[src/rtl/charlcd_pkg.sv]
package charlcd_pkg;

  typedef enum logic [1:0] {
    K_WAIT = 2'd0,
    K_NIB  = 2'd1,
    K_BYTE = 2'd2
  } step_kind_t;

  localparam int STEP_W     = 4;
  localparam int INIT_STEPS = 10;

  // wake-up routine: one idle wait, four single nibbles, five full bytes
  function automatic step_kind_t step_kind(input logic [STEP_W-1:0] idx);
    case (idx)
      4'd0:                         step_kind = K_WAIT;
      4'd1, 4'd2, 4'd3, 4'd4:       step_kind = K_NIB;
      default:                      step_kind = K_BYTE;
    endcase
  endfunction

  function automatic logic [7:0] step_value(input logic [STEP_W-1:0] idx);
    case (idx)
      4'd1, 4'd2, 4'd3: step_value = 8'h03;
      4'd4:             step_value = 8'h02;
      4'd5:             step_value = 8'h28;
      4'd6:             step_value = 8'h08;
      4'd7:             step_value = 8'h01;
      4'd8:             step_value = 8'h06;
      4'd9:             step_value = 8'h0C;
      default:          step_value = 8'h00;
    endcase
  endfunction

endpackage

[src/rtl/charlcd_tick_gen.sv]
module charlcd_tick_gen #(
  parameter int CLK_PER_TICK = 2000
) (
  input  logic clk,
  input  logic rst,
  input  logic restart,
  output logic tick
);
  localparam int CW = $clog2(CLK_PER_TICK + 1);

  logic [CW-1:0] cnt;

  assign tick = (cnt == CW'(CLK_PER_TICK - 1));

  always_ff @(posedge clk) begin
    if (rst || restart) cnt <= '0;
    else if (tick)      cnt <= '0;
    else                cnt <= cnt + CW'(1);
  end
endmodule

[src/rtl/charlcd_nibble_phy.sv]
module charlcd_nibble_phy #(
  parameter int CLK_PER_TICK = 2000,
  parameter int TW           = 10
) (
  input  logic          clk,
  input  logic          rst,
  input  logic          start,
  input  logic          op_nop,
  input  logic          op_rs,
  input  logic          op_rw,
  input  logic [3:0]    op_nib,
  input  logic [TW-1:0] op_gap,
  output logic          done,
  output logic [3:0]    rd_nib,
  output logic          lcd_rs,
  output logic          lcd_rw,
  output logic          lcd_en,
  output logic [3:0]    lcd_db_out,
  output logic          lcd_db_oe,
  input  logic [3:0]    lcd_db_in
);
  typedef enum logic [1:0] {P_IDLE, P_SETUP, P_HIGH, P_GAP} phase_t;

  phase_t        phase;
  logic [TW-1:0] tcnt;
  logic [TW-1:0] gap_q;
  logic          tick;
  logic          restart;

  assign restart = (phase == P_IDLE) && start;

  charlcd_tick_gen #(.CLK_PER_TICK(CLK_PER_TICK)) tick_i (
    .clk     (clk),
    .rst     (rst),
    .restart (restart),
    .tick    (tick)
  );

  always_ff @(posedge clk) begin
    if (rst) begin
      phase      <= P_IDLE;
      tcnt       <= '0;
      gap_q      <= '0;
      done       <= 1'b0;
      rd_nib     <= 4'h0;
      lcd_rs     <= 1'b0;
      lcd_rw     <= 1'b0;
      lcd_en     <= 1'b0;
      lcd_db_out <= 4'h0;
      lcd_db_oe  <= 1'b1;
    end else begin
      done <= 1'b0;
      case (phase)
        P_IDLE: if (start) begin
          gap_q <= op_gap;
          tcnt  <= '0;
          if (op_nop) begin
            phase <= P_GAP;
          end else begin
            lcd_rs     <= op_rs;
            lcd_rw     <= op_rw;
            lcd_db_oe  <= !op_rw;
            lcd_db_out <= op_rw ? 4'h0 : op_nib;
            phase      <= P_SETUP;
          end
        end
        P_SETUP: if (tick) begin
          lcd_en <= 1'b1;
          phase  <= P_HIGH;
        end
        P_HIGH: if (tick) begin
          lcd_en <= 1'b0;
          rd_nib <= lcd_db_in;
          phase  <= P_GAP;
        end
        P_GAP: if (tick) begin
          if (tcnt == gap_q - TW'(1)) begin
            phase <= P_IDLE;
            done  <= 1'b1;
          end else begin
            tcnt <= tcnt + TW'(1);
          end
        end
        default: phase <= P_IDLE;
      endcase
    end
  end
endmodule

[src/rtl/charlcd_nibble_ctrl.sv]
module charlcd_nibble_ctrl
  import charlcd_pkg::*;
#(
  parameter int CLK_PER_TICK = 2000,
  parameter int PWRUP_TICKS  = 1000,
  parameter int WAKE1_TICKS  = 205,
  parameter int WAKE2_TICKS  = 5,
  parameter int GAP_TICKS    = 2,
  parameter int CLEAR_TICKS  = 100
) (
  input  logic       clk,
  input  logic       rst,
  input  logic       req_valid,
  output logic       req_ready,
  input  logic       req_rs,
  input  logic       req_read,
  input  logic [7:0] req_data,
  output logic       rd_valid,
  output logic [7:0] rd_data,
  output logic       lcd_rs,
  output logic       lcd_rw,
  output logic       lcd_en,
  output logic [3:0] lcd_db_out,
  output logic       lcd_db_oe,
  input  logic [3:0] lcd_db_in
);
  localparam int MAX_A = (PWRUP_TICKS > CLEAR_TICKS) ? PWRUP_TICKS : CLEAR_TICKS;
  localparam int MAX_B = (MAX_A > WAKE1_TICKS) ? MAX_A : WAKE1_TICKS;
  localparam int TW    = $clog2(MAX_B + 1);

  typedef enum logic [1:0] {S_STEP, S_IDLE, S_HI, S_LO} state_t;

  state_t            state;
  logic [STEP_W-1:0] step;
  logic              issued;
  logic              from_init;
  logic [7:0]        cur_byte;
  logic              cur_rs;
  logic              cur_rw;
  logic [3:0]        hi_q;

  step_kind_t    kind;
  logic [7:0]    sval;
  logic          long_cmd;
  logic          phy_start;
  logic          phy_nop;
  logic [3:0]    phy_nib;
  logic [TW-1:0] phy_gap;
  logic          phy_rs;
  logic          phy_rw;
  logic          phy_done;
  logic [3:0]    phy_rd;

  assign kind      = step_kind(step);
  assign sval      = step_value(step);
  assign long_cmd  = !cur_rs && !cur_rw && (cur_byte[7:2] == 6'd0) && (cur_byte[1:0] != 2'd0);
  assign req_ready = (state == S_IDLE);

  always_comb begin
    phy_start = 1'b0;
    phy_nop   = 1'b0;
    phy_nib   = 4'h0;
    phy_rs    = cur_rs;
    phy_rw    = cur_rw;
    phy_gap   = TW'(GAP_TICKS);
    case (state)
      S_STEP: begin
        phy_start = !issued && (kind != K_BYTE);
        phy_nop   = (kind == K_WAIT);
        phy_nib   = sval[3:0];
        phy_rs    = 1'b0;
        phy_rw    = 1'b0;
        case (step)
          4'd0:    phy_gap = TW'(PWRUP_TICKS);
          4'd1:    phy_gap = TW'(WAKE1_TICKS);
          4'd2:    phy_gap = TW'(WAKE2_TICKS);
          default: phy_gap = TW'(GAP_TICKS);
        endcase
      end
      S_HI: begin
        phy_start = !issued;
        phy_nib   = cur_byte[7:4];
      end
      S_LO: begin
        phy_start = !issued;
        phy_nib   = cur_byte[3:0];
        phy_gap   = long_cmd ? TW'(CLEAR_TICKS) : TW'(GAP_TICKS);
      end
      default: ;
    endcase
  end

  charlcd_nibble_phy #(.CLK_PER_TICK(CLK_PER_TICK), .TW(TW)) phy_i (
    .clk        (clk),
    .rst        (rst),
    .start      (phy_start),
    .op_nop     (phy_nop),
    .op_rs      (phy_rs),
    .op_rw      (phy_rw),
    .op_nib     (phy_nib),
    .op_gap     (phy_gap),
    .done       (phy_done),
    .rd_nib     (phy_rd),
    .lcd_rs     (lcd_rs),
    .lcd_rw     (lcd_rw),
    .lcd_en     (lcd_en),
    .lcd_db_out (lcd_db_out),
    .lcd_db_oe  (lcd_db_oe),
    .lcd_db_in  (lcd_db_in)
  );

  always_ff @(posedge clk) begin
    if (rst) begin
      state     <= S_STEP;
      step      <= '0;
      issued    <= 1'b0;
      from_init <= 1'b1;
      cur_byte  <= 8'h00;
      cur_rs    <= 1'b0;
      cur_rw    <= 1'b0;
      hi_q      <= 4'h0;
      rd_valid  <= 1'b0;
      rd_data   <= 8'h00;
    end else begin
      rd_valid <= 1'b0;
      if (phy_start) issued <= 1'b1;
      case (state)
        S_STEP: begin
          if (kind == K_BYTE) begin
            cur_byte  <= sval;
            cur_rs    <= 1'b0;
            cur_rw    <= 1'b0;
            from_init <= 1'b1;
            step      <= step + STEP_W'(1);
            state     <= S_HI;
          end else if (phy_done) begin
            issued <= 1'b0;
            step   <= step + STEP_W'(1);
          end
        end
        S_IDLE: if (req_valid) begin
          cur_byte  <= req_data;
          cur_rs    <= req_rs;
          cur_rw    <= req_read;
          from_init <= 1'b0;
          state     <= S_HI;
        end
        S_HI: if (phy_done) begin
          issued <= 1'b0;
          hi_q   <= phy_rd;
          state  <= S_LO;
        end
        S_LO: if (phy_done) begin
          issued <= 1'b0;
          if (cur_rw) begin
            rd_data  <= {hi_q, phy_rd};
            rd_valid <= 1'b1;
          end
          if (from_init && (step != STEP_W'(INIT_STEPS))) state <= S_STEP;
          else                                             state <= S_IDLE;
        end
        default: state <= S_IDLE;
      endcase
    end
  end
endmodule

[config.mk]
export PLATFORM = sky130hd
export DESIGN_NAME = charlcd_nibble_ctrl
export DESIGN_NICKNAME = d
export VERILOG_FILES = /design/src/rtl/charlcd_pkg.sv /design/src/rtl/charlcd_tick_gen.sv /design/src/rtl/charlcd_nibble_phy.sv /design/src/rtl/charlcd_nibble_ctrl.sv
export SDC_FILE = /design/constraint.sdc
export NUM_CORES = 1
export LEC_CHECK = 0
export CAP_MARGIN = 20
export CORE_ASPECT_RATIO = 0.5
export CORE_UTILIZATION = 55
export DETAILED_ROUTE_END_ITERATION = 16
export DONT_BUFFER_PORTS = 1
export PLACE_DENSITY = 0.77
export SKIP_CTS_REPAIR_TIMING = 1
export SYNTH_ARGS = -nofsm -noshare
export SYNTH_HDL_FRONTEND = slang
export SYNTH_HIERARCHICAL = 1
export SYNTH_SLANG_ARGS = --single-unit
export TNS_END_PERCENT = 50
[constraint.sdc]
create_clock -name clk -period 3.6 [get_ports clk]
set_clock_uncertainty 0.15 [all_clocks]
set_input_delay 0.36 -clock clk [delete_from_list [all_inputs] [get_ports clk]]
set_output_delay 0.36 -clock clk [all_outputs]
set_load 0.05 [all_outputs]
==> summary.md, run 1 <==
| Metric | Value |
|---|---|
| Status | complete, but fails checks |
| Failing checks | hold timing |
| Setup TNS | 0 ps |
| Global route total overflow | 0 |
| All-Layer GR Usage | 0.243 |
| Crit path capture type | flop |
| Worst-case reg-to-reg path depth | 10 |
| Crit path max fanout | 16 |
| Worst hold-check path type | input pin to flop |
| Routability cong. | 0.832 |
| Cell Chain, Critical Path | inv_1 > ha_1 > nor4b_1 > or3_1 > a22oi_1 > o21ai_0 > a21o_1 > a31oi_4 > or4_1 > a21oi_1 |
| CTS tree | built |
| Minimum clock period | 3260 ps |
| Post-synth top flop | dfxtp_1 |
| Antenna diodes | 0 |
| Crit Reg-Reg Endpoint | phy_i/tcnt[6]$_SDFFE_PP0P_ |
| Synth Area per Inst | 8.25 um^2 |
| Layout cells sized above 1 | 0.0758 |
| Worst slew margin | 0.513 |
| Global-route wire length before repair | 15800 um |
| Post-synth top area share | 0.374 |
| Max IR drop VDD | 0.287 mV |
| Hold path cells | 1 |
| Power Density | 659 nW/um^2 |
| H-tree levels | 3 |
| Hold worst-path end | cur_byte[7]$_SDFFE_PP0P_ |
| Final ANT Viol Nets | 0 |
| Clock buffer depth | 2 |
| Boundary Pins | 35 |
| Leakage | 0.00167 uW |
| Number of global-route vias before repair | 3241 |
| Asr flop ratio synth | 0 |
| Power share of the combinational group | 0.364 |
| Setup CP Type | flop to flop |
| Avg WL per Cell | 15.4 um |
| Cell Area, Synth | 4390 um^2 |
| Die width | 128 um |
| Final setup viols | 0 |
| R2r setup slk | 340 ps |
| Die footprint | 8370 um^2 |
| Sw Share | 0.373 |
| Root Driver | clkbuf_16 |
| Clock buffers created by TritonCTS | 9 |
| Drc violations | 0 |
| Largest area contributor in the netlist | dfxtp_1 |
| Largest net degree at the start of global routing | 66 |
| Worst-Margin Slew | 721 ps |
| Most numerous cell in the Yosys netlist | dfxtp_1 |
| Final Hold Viols | 1 |
| Starting density of the core | 0.584 |
| Fin crit share | 0.907 |
| Commonest cells in the netlist | dfxtp_1 (82), nand2_1 (75), a21oi_1 (58) |
| Worst-skew pair later-pin latency | 340 ps |
| DP HPWL | 6890 um |
| Final Util | 0.632 |
| Routed WL | 9790 um |
| Synth-to-Final Area Change | 8.21% |
| Syn nets | 569 |
| Rows | 22 |
| Antenna violations before repair | 0 |
| Router iterations before antenna repair | 5 |
| Vias | 3724 |
| I/O Buffers | 0 |
| Critical Path RT | 3720 ps |
| Hold_ws | -1.67 ps |
| Min-delay src | req_data[7] |
| Switching power | 1170 uW |
| Post-synthesis register bit count | 82 |
| Reg-to-Reg Start | phy_i/gap_q[0]$_SDFFE_PP0P_ |
| Height of the die | 65.2 um |
| Clock-pin transition on the worst setup and hold timing paths | 60 ps |
| RSZ-0062 raised after global routing | false |
| Register area share after synthesis | 0.374 |
| # fillers | 658 |
| Final net count | 560 |
| Drt via density | 5.86 |
| Clk sink count | 82 |
| Worst Path Arrival | 3380 ps |
| Seq pwr share | 0.354 |
| Power Internal | 1960 uW |
| Final Max Slew Viols | 0 |
| Core area | 7510 um^2 |
| # Max-Cap Violations | 0 |
| Clock power share | 0.282 |
| Gate Count Post-Synth | 532 |
| Slowest CP cell | nor4b_1 |
| Worst Setup Start Kind | flop |
| Worst Path Buf+Inv | 1 |
| Syn. warnings | 6 |
| Yosys cell types | 67 |
| Iter 0 DRT Violations | 259 |
| FMAX | 0.306 GHz |
| Number of synthesized flops with an enable pin | 0 |
| Area contributors post-synth | dfxtp_1 (37%), a21oi_1 (6.6%), nand2_1 (6.4%), ha_1 (5.7%), nor2_1 (2.9%) |
| Top cell family by delay on the critical path | simple AND/OR/NAND/NOR gates |
| Max incr delay on CP | 620 ps |
logic make-up after synthesis:
kind of cell,synth area share
simple gates,0.254
compound gates,0.213
flops,0.374
buf+inv,0.0573
fa+ha+maj,0.0570
xor+xnor,0.0359
mux,0.00741
other cells,0.000854
per-layer routing:
layer	vias to the layer above	wire length [um]	global-route usage
met1	1731	4710	0.326
met3	12	603	0.0749
met2	86	4340	0.377
li1	1895	-	-
met5	-	0	0
met4	0	133	0.0691
placed cells by master, fill, tap and decap left out, drive strengths merged, types with 3 or more instances in the layout:
cell	count
dfxtp	82
nand2	75
a21oi	59
nor2	34
inv	22
ha	20
nand3	20
o21ai	19
or3	17
xnor2	14
a211oi	13
nand4	12
nor3	11
clkbuf	10
nor2b	7
buf	6
nand2b	5
o22ai	5
a22o	5
dlygate4sd3	5
nand3b	5
and3	5
a31oi	5
nor4	4
o211ai	4
a222oi	4
a21o	4
clkinv	4
o31ai	4
xor2	4
or4	4
nor3b	3
or2	3
nor4b	3
sequential cells by signal, summed over array words and instances, names as in the netlist, 5 cells and up:
name              count
rd_data               8
phy_i/tcnt           10
phy_i/tick_i/cnt     11
sval                  5
cur_byte              8
phy_i/gap_q          10
power groups by stage:
stage / clock network [uW] / logic (uW) / registers (uW)
final: 883 / 1140 / 1110
after global routing: 948 / 1270 / 1120
after CTS: 906 / 1110 / 1110
after detailed placement: 0 / 1100 / 1130
after global placement: 0 / 1090 / 1120
after floorplan: 0 / 953 / 1070
layout make-up:
type	instances	area (um^2)	share of cell area
multi-input combinational	397	2500	0.526
sequential	82	1640	0.346
clock buffer	10	229	0.0482
tap	108	135	0.0284
timing repair buffer	11	108	0.0226
inverter	22	82.6	0.0174
clock inverter	6	57.6	0.0121
metrics by stage:
| step | power, uW | hold WS (ps) | instance area (um^2) | worst slack [ps] | std cells |
|---|---|---|---|---|---|
| 2_1_floorplan | 2020 | 282 | 4390 | 682 | 532 |
| 3_3_place_gp | 2210 | 286 | 4390 | 584 | 614 |
| 3_5_place_dp | 2230 | 288 | 4390 | 417 | 614 |
| 4_1_cts | 3120 | -73.2 | 4680 | 360 | 630 |
| 5_1_grt | 3350 | 14.0 | 4750 | 133 | 636 |
| 6_report | 3130 | -1.67 | 4750 | 336 | 636 |
worst max-delay path by stage:
stage,to,slack (ps),start,cells past startpoint
after floorplan,phy_i/tcnt[8]$_SDFFE_PP0P_,680,phy_i/gap_q[0]$_SDFFE_PP0P_,12
after CTS,phy_i/tcnt[4]$_SDFFE_PP0P_,360,phy_i/gap_q[0]$_SDFFE_PP0P_,10
final,phy_i/tcnt[6]$_SDFFE_PP0P_,340,phy_i/gap_q[0]$_SDFFE_PP0P_,10
after global routing,phy_i/tcnt[4]$_SDFFE_PP0P_,130,phy_i/gap_q[0]$_SDFFE_PP0P_,10
after global placement,phy_i/tcnt[4]$_SDFFE_PP0P_,580,phy_i/gap_q[0]$_SDFFE_PP0P_,10
after detailed placement,phy_i/tcnt[4]$_SDFFE_PP0P_,420,phy_i/gap_q[0]$_SDFFE_PP0P_,10
Power figures use the tool's default switching activity.
==> inputs of run 2 (changes only) <==
--- a/config.mk
+++ b/config.mk
@@ -10,7 +10,7 @@
 export CORE_UTILIZATION = 55
 export DETAILED_ROUTE_END_ITERATION = 16
 export DONT_BUFFER_PORTS = 1
-export PLACE_DENSITY = 0.77
+export PLACE_DENSITY = 0.8
 export SKIP_CTS_REPAIR_TIMING = 1
 export SYNTH_ARGS = -nofsm -noshare
 export SYNTH_HDL_FRONTEND = slang
==> constraint.sdc (replaced) <==
create_clock -name clk -period 2.75 [get_ports clk]
set_clock_uncertainty 0.15 [all_clocks]
set_input_delay 0.275 -clock clk [delete_from_list [all_inputs] [get_ports clk]]
set_output_delay 0.275 -clock clk [all_outputs]
set_load 0.01 [all_outputs]
==> summary.md, run 2 (synthesized netlist as in run 1, its figures left out) <==
| Metric | Value |
|---|---|
| Boundary Pins | 35 (unchanged) |
| Fin crit share | 1.04 (was 0.907) |
| Status | complete, but fails checks (unchanged) |
| Crit path capture type | flop (unchanged) |
| Vias | 3997 (was 3724) |
| Routed WL | 10600 um (was 9790 um) |
| Height of the die | 65.2 um (unchanged) |
| Routability cong. | 0.911 (was 0.832) |
| Router iterations before antenna repair | 6 (was 5) |
| Antenna diodes | 0 (unchanged) |
| Final Hold Viols | 0 (was 1) |
| Starting density of the core | 0.584 (unchanged) |
| FMAX | 0.350 GHz (was 0.306 GHz) |
| All-Layer GR Usage | 0.255 (was 0.243) |
| Max reg flops | 11 (unchanged) |
| Layout cells sized above 1 | 0.165 (was 0.0758) |
| Core area | 7510 um^2 (unchanged) |
| Drt via density | 5.96 (was 5.86) |
| DP HPWL | 7250 um (was 6890 um) |
| Clk sink count | 82 (unchanged) |
| Failing checks | setup timing (was hold timing) |
| Final net count | 595 (was 560) |
| Worst-Margin Slew | 501 ps (was 721 ps) |
| Worst-skew pair later-pin latency | 340 ps (about the same) |
| Largest net degree at the start of global routing | 66 (unchanged) |
| Antenna violations before repair | 0 (unchanged) |
| Global-route wire length before repair | 16700 um (was 15800 um) |
| Setup CP Type | flop to flop (unchanged) |
| Minimum clock period | 2860 ps (was 3260 ps) |
| Global route total overflow | 0 (unchanged) |
| Leakage | 0.00185 uW (was 0.00167 uW) |
| # Max-Cap Violations | 0 (unchanged) |
| I/O Buffers | 0 (unchanged) |
| Clock buffer depth | 2 (unchanged) |
| Avg WL per Cell | 15.8 um (was 15.4 um) |
| Root Driver | clkbuf_16 (unchanged) |
| Hold_ws | 0.0347 ps (was -1.67 ps) |
| RSZ-0062 raised after global routing | true (was false) |
| Worst slew margin | 0.666 (was 0.513) |
| Final Max Slew Viols | 0 (unchanged) |
| H-tree levels | 3 (unchanged) |
| Max IR drop VDD | 0.463 mV (was 0.287 mV) |
| Power Density | 861 nW/um^2 (was 659 nW/um^2) |
| Synth-to-Final Area Change | 17.0% (was 8.21%) |
| Worst Setup Start Kind | flop (unchanged) |
| Clock-pin transition on the worst setup and hold timing paths | 60 ps (about the same) |
| Rows | 22 (unchanged) |
| Final ANT Viol Nets | 0 (unchanged) |
| Drc violations | 0 (unchanged) |
| Worst hold-check path type | input pin to flop (unchanged) |
| Most frequent cells in the layout | dfxtp_1 (76), nand2_1 (75), a21oi_1 (57), buf_4 (35), nor2_1 (34) (was dfxtp_1 (82), nand2_1 (75), a21oi_1 (58), nor2_1 (34), inv_1 (22)) |
| Iter 0 DRT Violations | 431 (was 259) |
| Number of global-route vias before repair | 3371 (was 3241) |
| Die footprint | 8370 um^2 (unchanged) |
| Top Registers | phy_i/tick_i/cnt (11), phy_i/gap_q (10), phy_i/tcnt (10) (unchanged) |
| Clock buffers created by TritonCTS | 9 (unchanged) |
| Critical Path RT | 2870 ps (was 3720 ps) |
| Crit path max fanout | 16 (unchanged) |
| Most common cell after layout, fill and taps aside | dfxtp_1 (unchanged) |
| Worst Path Arrival | 2980 ps (was 3380 ps) |
| Setup TNS | -481 ps (was 0 ps) |
| Largest reg by FF count | phy_i/tick_i/cnt (unchanged) |
| Final setup viols | 10 (was 0) |
| Setup ws final | -110 ps (was 336 ps) |
| CTS tree | built (unchanged) |
| Die width | 128 um (unchanged) |
run 2: layout make-up:
cell class,count,area (um^2)
clock buffer,11,243
sequential,82,1650
timing repair buffer,46,400
fill,581,2380
tap,108,135
inverter,22,82.6
multi-input combinational,397,2570
clock inverter,5,53.8
run 2: worst paths after layout:
kind                                 to                        start  cells after the start  slack (ps)
max          phy_i/tcnt[6]$_SDFFE_PP0P_  phy_i/gap_q[1]$_SDFFE_PP0P_                     11        -110
min          phy_i/tcnt[1]$_SDFFE_PP0P_                          rst                      2        0.03
max reg2reg  phy_i/tcnt[6]$_SDFFE_PP0P_  phy_i/gap_q[1]$_SDFFE_PP0P_                     11        -110
min reg2reg     rd_data[6]$_SDFFE_PP0P_         hi_q[2]$_SDFFE_PP0P_                      2         310
run 2: worst max-delay path, cell delays in order, from the launching register on:
cell and delay [ps]:
dfxtp_2 320, inv_2 60, ha_4 120, or4b_4 480
o21ai_1 140, a21oi_1 90, o311ai_2 320, a21o_1 190
a31oi_4 110, buf_12 170, or4_1 490, a21oi_1 150
run 2: through the flow:
stage	std cells	area, um^2	util	total power [uW]	setup slack [ps]
after detailed placement	644	4660	0.620	3100	-69.9
after floorplan	532	4450	-	2670	-12.6
final	671	5140	0.684	4420	-110
after global routing	671	5140	0.684	4680	-162
after CTS	660	4960	0.660	4300	-84.9
after global placement	644	4660	0.620	3060	-2.32
run 2: power breakdown:
group | internal, uW | switching (uW) | leakage (uW)
Combinational | 748 | 1070 | 0.00104
Sequential | 1310 | 98.5 | 0.000667
Clock | 725 | 470 | 0.000149
run 2: metal layers:
metal  GRT usage  part of all wire
met1       0.353              0.46
met3      0.0578             0.070
met2       0.392              0.45
met4      0.0882             0.012
met5           0                 0
